<file path="config.mk">
export PLATFORM = sky130hd
export DESIGN_NAME = irq_flag_ctrl
export DESIGN_NICKNAME = d
export VERILOG_FILES = /design/src/rtl/irqc_pkg.sv /design/src/rtl/irqc_flag_bank.sv /design/src/rtl/irqc_enable_bank.sv /design/src/rtl/irqc_req_out.sv /design/src/rtl/irq_flag_ctrl.sv
export SDC_FILE = /design/constraint.sdc
export NUM_CORES = 1
export LEC_CHECK = 0
export BUFFER_PORTS_ARGS = -buffer_cell sky130_fd_sc_hd__buf_2
export CORE_UTILIZATION = 45
export CTS_BUF_LIST = sky130_fd_sc_hd__clkbuf_4
export CTS_CLUSTER_SIZE = 25
export DETAILED_ROUTE_END_ITERATION = 10
export PLACE_DENSITY_LB_ADDON = 0.2
export SKIP_CTS_REPAIR_TIMING = 1
export SLEW_MARGIN = 10
export SYNTH_ARGS = -nofsm -noshare
export SYNTH_HDL_FRONTEND = slang
export SYNTH_SLANG_ARGS = --single-unit
export TNS_END_PERCENT = 20
</file>
<file path="constraint.sdc">
create_clock -name clk -period 2 [get_ports clk]
set_input_delay 0.1 -clock clk [delete_from_list [all_inputs] [get_ports clk]]
set_output_delay 0.1 -clock clk [all_outputs]
set_load 0.03 [all_outputs]
</file>
<file path="src/rtl/irqc_pkg.sv">
package irqc_pkg;

    typedef enum logic {
        SEL_FLAGS   = 1'b0,
        SEL_ENABLES = 1'b1
    } reg_sel_e;

    typedef enum logic {
        EN_CLEAR = 1'b0,
        EN_SET   = 1'b1
    } en_action_e;

    typedef struct packed {
        logic     wr;
        reg_sel_e sel;
    } bus_ctl_t;

    function automatic logic is_write_to(input bus_ctl_t c, input reg_sel_e target);
        return c.wr && (c.sel == target);
    endfunction

endpackage

</file>
<file path="src/rtl/irqc_flag_bank.sv">
module irqc_flag_bank #(
    parameter int NSRC = 7
) (
    input  logic            clk,
    input  logic            rst,
    input  logic [NSRC-1:0] set_pulse,
    input  logic            clr_wr,
    input  logic [NSRC-1:0] clr_mask,
    output logic [NSRC-1:0] flags
);

    for (genvar i = 0; i < NSRC; i++) begin : g_flag
        logic bit_q;
        always_ff @(posedge clk) begin
            if (rst) begin
                bit_q <= 1'b0;
            end else if (set_pulse[i]) begin
                bit_q <= 1'b1;      // set outranks a same-cycle clear
            end else if (clr_wr && clr_mask[i]) begin
                bit_q <= 1'b0;
            end
        end
        assign flags[i] = bit_q;
    end

endmodule

</file>
<file path="src/rtl/irqc_enable_bank.sv">
module irqc_enable_bank
    import irqc_pkg::*;
#(
    parameter int NSRC = 7
) (
    input  logic            clk,
    input  logic            rst,
    input  logic            wr,
    input  en_action_e      action,
    input  logic [NSRC-1:0] mask,
    output logic [NSRC-1:0] enables
);

    logic [NSRC-1:0] en_q;
    logic [NSRC-1:0] en_d;

    always_comb begin
        en_d = en_q;
        if (wr) begin
            unique case (action)
                EN_SET:   en_d = en_q | mask;
                EN_CLEAR: en_d = en_q & ~mask;
                default:  en_d = en_q;
            endcase
        end
    end

    always_ff @(posedge clk) begin
        if (rst) begin
            en_q <= '0;
        end else begin
            en_q <= en_d;
        end
    end

    assign enables = en_q;

endmodule

</file>
<file path="src/rtl/irqc_req_out.sv">
module irqc_req_out #(
    parameter int NSRC = 7
) (
    input  logic            clk,
    input  logic            rst,
    input  logic [NSRC-1:0] flags,
    input  logic [NSRC-1:0] enables,
    output logic            pending,
    output logic            irq_n
);

    logic req_n_q;

    assign pending = |(flags & enables);

    always_ff @(posedge clk) begin
        if (rst) begin
            req_n_q <= 1'b1;
        end else begin
            req_n_q <= ~pending;
        end
    end

    assign irq_n = req_n_q;

endmodule

</file>
<file path="src/rtl/irq_flag_ctrl.sv">
module irq_flag_ctrl
    import irqc_pkg::*;
#(
    parameter int NSRC = 7
) (
    input  logic          clk,
    input  logic          rst,
    input  logic [NSRC-1:0] src_set,
    input  logic          bus_addr,
    input  logic          bus_we,
    input  logic [NSRC:0] bus_wdata,
    output logic [NSRC:0] bus_rdata,
    output logic          irq_n
);

    localparam int DW = NSRC + 1;

    bus_ctl_t        ctl;
    logic            flag_clr_wr;
    logic            en_wr;
    en_action_e      en_act;
    logic [NSRC-1:0] flag_q;
    logic [NSRC-1:0] en_q;
    logic            pending;

    assign ctl.wr  = bus_we;
    assign ctl.sel = reg_sel_e'(bus_addr);

    assign flag_clr_wr = is_write_to(ctl, SEL_FLAGS);
    assign en_wr       = is_write_to(ctl, SEL_ENABLES);
    assign en_act      = en_action_e'(bus_wdata[DW-1]);

    irqc_flag_bank #(.NSRC(NSRC)) u_flags (
        .clk       (clk),
        .rst       (rst),
        .set_pulse (src_set),
        .clr_wr    (flag_clr_wr),
        .clr_mask  (bus_wdata[NSRC-1:0]),
        .flags     (flag_q)
    );

    irqc_enable_bank #(.NSRC(NSRC)) u_enables (
        .clk     (clk),
        .rst     (rst),
        .wr      (en_wr),
        .action  (en_act),
        .mask    (bus_wdata[NSRC-1:0]),
        .enables (en_q)
    );

    irqc_req_out #(.NSRC(NSRC)) u_req (
        .clk     (clk),
        .rst     (rst),
        .flags   (flag_q),
        .enables (en_q),
        .pending (pending),
        .irq_n   (irq_n)
    );

    always_comb begin
        unique case (ctl.sel)
            SEL_FLAGS:   bus_rdata = {pending, flag_q};
            SEL_ENABLES: bus_rdata = {1'b1, en_q};
            default:     bus_rdata = '0;
        endcase
    end

endmodule

</file>
== After elaboration in Yosys (flattened, before gate mapping) ==
Index checks and enable logic that the tools add are counted.

* Reductions and logical operators: 17
* Bitwise operators: 7
* Muxes and demuxes: 16

{| class="wikitable"
|+ Operator list
! cell !! number
|-
| $pmux 8 s2 || 1
|-
| $and 7x7->7 || 2
|-
| $mux 1 || 14
|-
| $pmux 7 s2 || 1
|-
| $reduce_bool 2->1 || 7
|-
| $logic_and 1x1->1 || 9
|-
| $not 7->7 || 1
|-
| $or 7x7->7 || 1
|-
| $reduce_or 7->1 || 1
|-
| $not 1->1 || 3
|}

* Word-level logic and storage cells: 49
* Bits in registers: 15
* Input port bits: 19
* Output and inout bits: 9

== Logic depth before layout (Yosys ltp) ==
Gate-level depths: netlist of run 1.

* Depth in word-level cells: 5
* Gate-level depth with buffers: 4
* Depth with buffers taken out: 3

== By module ==
A second synthesis of run 1 with hierarchy kept.

* Cells, all modules: 81
* Area total of the unflattened synthesis: 795.8 µm²

{| class="wikitable"
|+ Modules (own cells, without submodules)
! module !! sequential area each (µm²) !! instances !! area each (µm²) !! cells each
|-
| irqc_flag_bank || 140.1 || 1 || 306.5 || 35
|-
| irqc_enable_bank || 140.1 || 1 || 291.5 || 29
|-
| irq_flag_ctrl || 0.0 || 1 || 138.9 || 11
|-
| irqc_req_out || 20.0 || 1 || 58.8 || 6
|}

== Least setup slack after synthesis of run 1 ==
OpenSTA, ideal clock, no wires.

* Path type: register to output
* Start point: reg u_flags.g_flag[6].bit_q
* End point: out bus_rdata[7]
* Cell stages (with the launch flop): 4
* Data arrival time: 1.039 ns
* Data required time: 1.900 ns
* Setup slack: 0.861 ns
* Buffers on the path: 0
* Path through: dfxtp_1 > a222oi_1 > nand3_1 > or2_1

* Word-level cells in the longest chain between the ends: 3

{| class="wikitable"
|+ Ends and longest elaborated chain
! item !! RTL line !! source
|-
| start: declaration || irqc_flag_bank.sv:13 || <nowiki>logic bit_q;</nowiki>
|-
| start signal: assignment || irqc_flag_bank.sv:16 || <nowiki>bit_q <= 1'b0;</nowiki>
|-
| start signal: assignment || irqc_flag_bank.sv:18 || <nowiki>bit_q <= 1'b1;</nowiki>
|-
| start signal: assignment || irqc_flag_bank.sv:20 || <nowiki>bit_q <= 1'b0;</nowiki>
|-
| $and 7x7->7 || irqc_req_out.sv:14 || <nowiki>assign pending = |(flags & enables);</nowiki>
|-
| $reduce_or 7->1 || irqc_req_out.sv:14 ||
|-
| $pmux 8 s2 || irq_flag_ctrl.sv:61 || <nowiki>unique case (ctl.sel)</nowiki>
|-
| end: declaration || irq_flag_ctrl.sv:12 || <nowiki>output logic [NSRC:0] bus_rdata,</nowiki>
|}

No other way between the ends.

== Final worst setup path of run 1 ==
Same ends and word-level chain as after synthesis.

==> impl_metrics.json, run 1 <==
{
  "fin_crit_sh": 0.790,
  "p_leak_nw": 0.419,
  "port_buffers": 27,
  "crit_path_max_fanout": 3,
  "yosys.area.top_type": "dfxtp_1",
  "floorplan.die_area_sq_mm": 0.00169,
  "drt_iter0_markers": 14,
  "clkTransAtPathRegs_ps": 90,
  "synth_cells": 74,
  "fp.coreArea_sq_mm": 0.00137,
  "clock_skew_ps": 0.699,
  "initial_core_util": 0.505,
  "arrival_ps": 1480,
  "yosys_warnings": 0,
  "die_w_microns": 41.1,
  "slew_headroom": 0.770,
  "rsz0062_at_grt": "false",
  "crit_type": "flip-flop to output pin",
  "synthDistinctLibCells": 14,
  "wire_per_inst_microns": 12.2,
  "insertedDiodeCount": 0,
  "irDropWorstVdd_v": 0.000401,
  "antenna_left": 0,
  "clock.fmax_ghz": 0.633,
  "whs_path_depth": 3,
  "synthesis.nets": 93,
  "num_io_pins": 28,
  "cts-htree-levels": 1,
  "fin_crit_ps": 1580,
  "cts_tree": "done",
  "clk_latency_ps": 270,
  "min_path_type": "primary input to flip-flop",
  "yosysMostFrequentCell": "dfxtp_1",
  "ys_seq_area_frac": 0.436,
  "outcome": "finished, final reports clean",
  "drc": 0,
  "slowest_delay_ps": 360,
  "first_global_vias": 534,
  "via_per_inst": 5.40,
  "nets": 121,
  "grt.total_usage": 0.194,
  "ys_ff_latch": 15,
  "critPathLaunchType": "flip-flop",
  "fin_util": 0.624,
  "slew_viol_final": 0,
  "synth_edf_count": 0,
  "crit_chain": "a222oi_1 -> nand3_1 -> or2_1 -> buf_2",
  "place_hpwl_mm": 1.03,
  "worstMarginPinSlew_ps": 345,
  "firstDrtPassIters": 4,
  "clock_path_buffers": 2,
  "crit_required_ps": 1900,
  "syn-cell-area_sq_um": 689,
  "grt_max_degree": 23,
  "gp_congestion": 0.638,
  "startpoint": "u_flags.g_flag[6].bit_q$_SDFFE_PP0P_",
  "final_layout_size_suffix_gt1_frac": 0.376,
  "die_height_microns": 41.1,
  "timing.rr.start": "u_flags.g_flag[6].bit_q$_SDFFE_PP0P_",
  "synth.top_cells.by_area": "dfxtp_1 44%, mux2_2 11%, mux2i_1 10%",
  "hold_violations": 0,
  "setup_viol": 0,
  "wl_mm": 1.41,
  "worstRegToRegCells": 3,
  "vias": 626,
  "tns_ps": 0,
  "root_buffer": "clkbuf_4",
  "synthArstFlopShare": 0,
  "post_synth.cell_area_avg_sq_um": 9.32,
  "end_kind": "output pin",
  "overflow": 0,
  "hold_path.startpoint": "src_set[5]",
  "area_growth_pct": 23.6,
  "ys_top_cells_by_count": "15 x dfxtp_1, 14 x nor2_1, 8 x nand3_1",
  "power_density_mw_per_mm2": 737,
  "rows": 13,
  "cpMaxStageDelayCell": "a222oi_1",
  "maxCapViolCount": 0,
  "numCtsBuffers": 3,
  "clkSinkCount": 15,
  "antenna_found_initial": 0,
  "synth-main-ff-cell": "dfxtp_1",
  "grt_pass1_wl_mm": 2.13,
  "synth.top_cell.area_share": 0.436
}
critical path: cells and delay by family, from the launching register on:
kind	cells	cell delay, ps
compound gates	1	360
flops	1	330
buf+inv	1	170
simple gates	2	350
where the power goes:
group          switching (mW)  internal [mW]  total (mW)  leakage (nW)
clock network          0.0959         0.0908       0.187        0.0184
logic                  0.0667         0.0489       0.116         0.277
registers              0.0109          0.315       0.326         0.124
final cells by class:
class                           count  area (sq um)
Clock buffer                        4          30.0
Tap cell                           15          18.8
Sequential cell                    15           300
Timing Repair Buffer               27           135
Fill cell                         134           514
Multi-Input combinational cell     55           368
final timing paths:
kind                                                to  slack, ps
setup / recovery                          bus_rdata[7]        420
hold / removal    u_flags.g_flag[5].bit_q$_SDFFE_PP0P_         20
setup reg to reg                u_req.irq_n$_SDFF_PP1_        970
hold reg to reg   u_flags.g_flag[6].bit_q$_SDFFE_PP0P_        520
layout by cell type, fill, tap and decap left out:
cell      netlist  routed
a22oi_1         2       2
or2_1           1       1
nor2_1         14      14
dfxtp_1        15      15
a21oi_1         7       7
buf_2           2      27
mux2i_1         7       7
or2b_1          1       1
a222oi_1        1       1
nand3_1         8       8
mux2_2          7       7
nand3b_1        7       7
clkbuf_4        0       4
logic make-up (layout without fill, tap and decap cells):
| kind of cell | count (synthesis) | after routing | share of synthesized area |
|---|---|---|---|
| AO/OA/AOI/OAI | 10 | 10 | 0.0871 |
| buffers and inverters | 4 | 31 | 0.0309 |
| flip-flops | 15 | 15 | 0.436 |
| multiplexers | 14 | 14 | 0.216 |
| AND/OR/NAND/NOR | 31 | 31 | 0.231 |
metrics by stage:
stage               instance area (sq um)  setup slack, ps  power, mW  instances  hold slack [ps]
floorplan                             689              861      0.408         74              172
global placement                      822              739      0.446        112              306
detailed placement                    822              702      0.449        112              311
CTS                                   852              394      0.632        116             21.6
global route                          852              292      0.661        116             26.2
finish                                852              420      0.628        116             22.3
routing by layer:
layer	part of all wire	track usage
met1	0.48	0.235
met2	0.46	0.328
met3	0.057	0.0326
met4	0.0042	0.0968
met5	0	0
Power figures use the tool's default switching activity.
==> run 2: changes to the inputs <==
--- a/config.mk
+++ b/config.mk
@@ -5,6 +5,7 @@
 export SDC_FILE = /design/constraint.sdc
 export NUM_CORES = 1
 export LEC_CHECK = 0
+export ABC_AREA = 1
 export BUFFER_PORTS_ARGS = -buffer_cell sky130_fd_sc_hd__buf_2
 export CORE_UTILIZATION = 45
 export CTS_BUF_LIST = sky130_fd_sc_hd__clkbuf_4
==> constraint.sdc (replaced) <==
create_clock -name clk -period 1.4 [get_ports clk]
set_input_delay 0.07 -clock clk [delete_from_list [all_inputs] [get_ports clk]]
set_output_delay 0.07 -clock clk [all_outputs]
set_load 0.03 [all_outputs]
==> impl_metrics.json, run 2 <==
{
  "clock.fmax_ghz": 0.820,
  "via_per_inst": 4.75,
  "yosys.area.top_type": "dfxtp_1",
  "initial_core_util": 0.495,
  "regArea_sq_um": 300,
  "crit_type": "flip-flop to output pin",
  "rsz0062_at_grt": "false",
  "slowest_delay_ps": 330,
  "wl_mm": 1.62,
  "fp.coreArea_sq_mm": 0.00154,
  "cpMostUsedCell": "nand2_1",
  "crit_path_max_fanout": 3,
  "synthesis.nets": 141,
  "crit_chain": "nand2_1 -> nand2_1 -> nor2_1 -> nand3_1 -> buf_2",
  "outcome": "finished, final reports clean",
  "clkTransAtPathRegs_ps": 90,
  "arrival_ps": 1150,
  "area_growth_pct": 19.0,
  "yosys_warnings": 0,
  "die_height_microns": 43.2,
  "slew_viol_final": 0,
  "multiInputGateArea_sq_um": 359,
  "nets": 168,
  "tns_ps": 0,
  "critPathTopFamily": "simple AND/OR/NAND/NOR gates",
  "port_buffers": 27,
  "synth_edf_count": 0,
  "first_global_vias": 696,
  "vias": 779,
  "power_density_mw_per_mm2": 1020,
  "die_w_microns": 43.2,
  "firstDrtPassIters": 2,
  "synthArstFlopShare": 0,
  "placed_area_sq_um": 878,
  "cpMaxStageDelayCell": "dfxtp_1",
  "final_layout_size_suffix_gt1_frac": 0.223,
  "critPathLaunchType": "flip-flop",
  "drt_iter0_markers": 6,
  "setup_viol": 0,
  "p_leak_nw": 0.513,
  "clock_path_buffers": 2,
  "yosysMostFrequentCell": "nand2_1",
  "synth_cells": 122,
  "rows": 14,
  "numCtsBuffers": 3,
  "ys_ff_latch": 15,
  "irDropWorstVdd_v": 0.000603,
  "cts-htree-levels": 1,
  "syn-cell-area_sq_um": 763,
  "final_area_sq_um": 908,
  "final_common_cell": "nand2_1",
  "clock_skew_ps": 0.601,
  "synth-main-ff-cell": "dfxtp_1",
  "grt_max_degree": 23,
  "overflow": 0,
  "synth.top_cells.by_area": "dfxtp_1 39%, nand2_1 20%, nand3_1 9.8%",
  "clk_latency_ps": 280,
  "insertedDiodeCount": 0,
  "holdWs_ps": 13.5,
  "crit_buf_inv": 1,
  "drc": 0,
  "antenna_found_initial": 0,
  "wire_per_inst_microns": 9.88,
  "cts_tree": "done",
  "grt_pass1_wl_mm": 2.99,
  "min_path_type": "primary input to flip-flop",
  "fin_util": 0.589,
  "fillers": 173,
  "floorplan.die_area_sq_mm": 0.00186,
  "antenna_left": 0,
  "gp_congestion": 0.762,
  "hold_violations": 0,
  "num_io_pins": 28,
  "ys_seq_area_frac": 0.393,
  "slew_headroom": 0.791,
  "end_kind": "output pin",
  "fin_crit_ps": 1220,
  "worstMarginPinSlew_ps": 313,
  "synthDistinctLibCells": 12,
  "crit_required_ps": 1330,
  "fin_crit_sh": 0.871,
  "post_synth.cell_area_avg_sq_um": 6.26,
  "synth.top_cell.area_share": 0.393,
  "clkSinkCount": 15,
  "grt.total_usage": 0.215,
  "ys_top_cells_by_count": "40 x nand2_1, 16 x inv_1, 16 x nor2_1, 15 x dfxtp_1, 15 x nand3_1",
  "final_cell_mix": "40 x nand2_1, 27 x buf_2, 16 x inv_1, 16 x nor2_1",
  "place_hpwl_mm": 1.20,
  "root_buffer": "clkbuf_4",
  "maxCapViolCount": 0
}
run 2: changes by cell type in the layout (fill, tap and decap cells not counted), sizes merged:
cell and change:
mux2 -7, a22oi -2, o21ai +7, or2b -1, or2 -1, inv +17
a222oi -1, nand2 +40, nand3b -7, nor2 +2, nand3 +7, mux2i -7
run 2: routing by layer:
metal / routed length [microns] / GRT usage
met2: 711 / 0.331
met1: 807 / 0.281
met4: 9 / 0.0545
met5: 0 / 0
met3: 93 / 0.0809
run 2: worst paths after layout:
check / cells after the start / slack (ps) / start / to
max: 5 / 180 / u_flags.g_flag[4].bit_q$_SDFFE_PP0P_ / bus_rdata[7]
min: 3 / 10 / src_set[4] / u_flags.g_flag[4].bit_q$_SDFFE_PP0P_
max reg2reg: 5 / 630 / u_flags.g_flag[4].bit_q$_SDFFE_PP0P_ / u_req.irq_n$_SDFF_PP1_
min reg2reg: 2 / 480 / u_flags.g_flag[4].bit_q$_SDFFE_PP0P_ / u_flags.g_flag[4].bit_q$_SDFFE_PP0P_
run 2: cell families (layout without fill, tap and decap cells):
| kind of cell | after synthesis | after routing | synth area share |
|---|---|---|---|
| flip-flops | 15 | 15 | 0.393 |
| AND/OR/NAND/NOR | 71 | 71 | 0.374 |
| buffers and inverters | 22 | 48 | 0.136 |
| AO/OA/AOI/OAI | 14 | 14 | 0.0967 |
run 2: final cells by class:
cell class                      instances  area share
Timing Repair Buffer                   27       0.149
Inverter                               17      0.0702
Tap cell                               16      0.0220
Multi-Input combinational cell         85       0.395
Clock buffer                            4      0.0331
Sequential cell                        15       0.331
run 2: power breakdown:
| part | internal (mW) | switching [mW] |
|---|---|---|
| Clock | 0.130 | 0.136 |
| Sequential | 0.454 | 0.0162 |
| Combinational | 0.0649 | 0.125 |
| Total | 0.649 | 0.277 |
run 2: per-stage QoR:
stage | total power [mW] | setup slack (ps) | std cells
after detailed placement | 0.670 | 471 | 160
after floorplan | 0.611 | 251 | 122
after global routing | 0.993 | 98.4 | 164
final | 0.926 | 180 | 164
after global placement | 0.666 | 488 | 160
after CTS | 0.938 | 171 | 164
run 2: worst min-delay path, cell delays in order:
cell and delay [ps]:
buf_2 90, inv_1 40, a21oi_1 50
==> run 3: changes to the inputs <==
--- a/config.mk
+++ b/config.mk
@@ -11,6 +11,7 @@
 export CTS_BUF_LIST = sky130_fd_sc_hd__clkbuf_4
 export CTS_CLUSTER_SIZE = 25
 export DETAILED_ROUTE_END_ITERATION = 10
+export GPL_TIMING_DRIVEN = 0
 export PLACE_DENSITY_LB_ADDON = 0.2
 export SKIP_CTS_REPAIR_TIMING = 1
 export SLEW_MARGIN = 10
==> impl_metrics.json, run 3 (synthesized netlist as in run 2, its figures left out) <==
{
  "outcome": "finished, final reports clean",
  "fin_crit_sh": 0.861,
  "first_global_vias": 721,
  "drt_iter0_markers": 15,
  "antenna_found_initial": 0,
  "power_frac_comb": 0.212,
  "drc": 0,
  "crit_buf_inv": 1,
  "pwr-share-seq": 0.498,
  "firstDrtPassIters": 4,
  "final_common_cell": "nand2_1",
  "placed_area_sq_um": 908,
  "p_leak_nw": 0.530,
  "fp.coreArea_sq_mm": 0.00154,
  "maxCapViolCount": 0,
  "rrSetupSlack_ps": 640,
  "floorplan.die_area_sq_mm": 0.00186,
  "antenna_left": 0,
  "die_height_microns": 43.2,
  "overflow": 0,
  "crit_required_ps": 1330,
  "clock.fmax_ghz": 0.830,
  "num_io_pins": 28,
  "place_hpwl_mm": 1.25,
  "arrival_ps": 1140,
  "p_sw_mw": 0.288,
  "met2_usage": 0.313,
  "nets": 171,
  "fin_crit_ps": 1210,
  "grtUsageMet3": 0.0340,
  "power_density_mw_per_mm2": 1010,
  "irDropWorstVdd_v": 0.000568,
  "initial_core_util": 0.495,
  "cts_tree": "done",
  "clkTransAtPathRegs_ps": 100,
  "busiest_layer": "met2",
  "clk_latency_ps": 280,
  "hold_violations": 0,
  "area_growth_pct": 23.0,
  "wl_mm": 1.71,
  "grt_pass1_wl_mm": 2.88,
  "final_layout_size_suffix_gt1_frac": 0.238,
  "cts-htree-levels": 1,
  "die_w_microns": 43.2,
  "crit_path_max_fanout": 3,
  "fin_util": 0.609,
  "worstMarginPinSlew_ps": 252,
  "power.total_mw": 0.945,
  "rsz0062_at_grt": "false",
  "via_per_inst": 4.83,
  "tns_ps": 0,
  "final_area_sq_um": 938,
  "crit_chain": "nand2_1 -> nand2_1 -> nor2_1 -> nand3_1 -> buf_2",
  "power.internal_mw": 0.656,
  "grt_max_degree": 11,
  "setup_viol": 0,
  "clkPwrFrac": 0.290,
  "wire_per_inst_microns": 10.3,
  "insertedDiodeCount": 0,
  "clock_path_buffers": 2,
  "clkSinkCount": 15,
  "final_cell_mix": "40 x nand2_1, 27 x buf_2, 16 x inv_1, 16 x nor2_1",
  "gp_congestion": 0.797,
  "root_buffer": "clkbuf_4",
  "slew_viol_final": 0,
  "end_kind": "output pin",
  "cpMaxStageDelayCell": "dfxtp_1",
  "clock_skew_ps": 3.49,
  "critPathTopFamily": "simple AND/OR/NAND/NOR gates",
  "grt.total_usage": 0.204,
  "slew_headroom": 0.832,
  "vias": 806,
  "port_buffers": 25,
  "grtUsageMet1": 0.276,
  "min_path_type": "primary input to flip-flop",
  "cpMostUsedCell": "nand2_1",
  "holdWs_ps": 15.0,
  "numCtsBuffers": 3,
  "rows": 14,
  "crit_type": "flip-flop to output pin",
  "critPathLaunchType": "flip-flop",
  "slowest_delay_ps": 330,
  "switching_share": 0.305
}
## run 3: changes by cell type in the layout (fill, tap and decap cells not counted)
cell / before / now
buf_4: 0 / 1
buf_6: 0 / 2
## run 3: final timing paths
check	startpoint	endpoint	cells past startpoint
max	u_flags.g_flag[4].bit_q$_SDFFE_PP0P_	bus_rdata[7]	5
min	src_set[1]	u_flags.g_flag[1].bit_q$_SDFFE_PP0P_	3
max reg2reg	u_flags.g_flag[4].bit_q$_SDFFE_PP0P_	u_req.irq_n$_SDFF_PP1_	5
min reg2reg	u_flags.g_flag[4].bit_q$_SDFFE_PP0P_	u_flags.g_flag[4].bit_q$_SDFFE_PP0P_	2
## run 3: cell type report
type	instances	area [sq um]
repair buffers	25	125
clock buffers	4	30.0
inverters	17	63.8
well taps	16	20.0
flip-flops and latches	15	300
fillers	169	603
multi-input cells	85	359
plain buffers	5	40.0
## run 3: layer usage
metal	up-vias	part of all wire
met5	-	0
met4	0	0.0058
met3	2	0.059
met2	22	0.44
met1	350	0.49
li1	432	-
## run 3: power groups by stage
stage	logic, mW	clock network [mW]	registers, mW
final	0.200	0.274	0.470
after global routing	0.223	0.286	0.473
after CTS	0.201	0.276	0.470
after detailed placement	0.201	0	0.480
after global placement	0.198	0	0.479
after floorplan	0.130	0	0.481
## run 3: tightest hold or removal path, cell delays in order
cell	delay [ps]
buf_2	90
inv_1	40
a21oi_1	50
## run 3: stage by stage
step                instances  setup slack [ps]
finish                    167               195
CTS                       167               196
global placement          163               481
floorplan                 122               251
detailed placement        163               470
global route              167               149
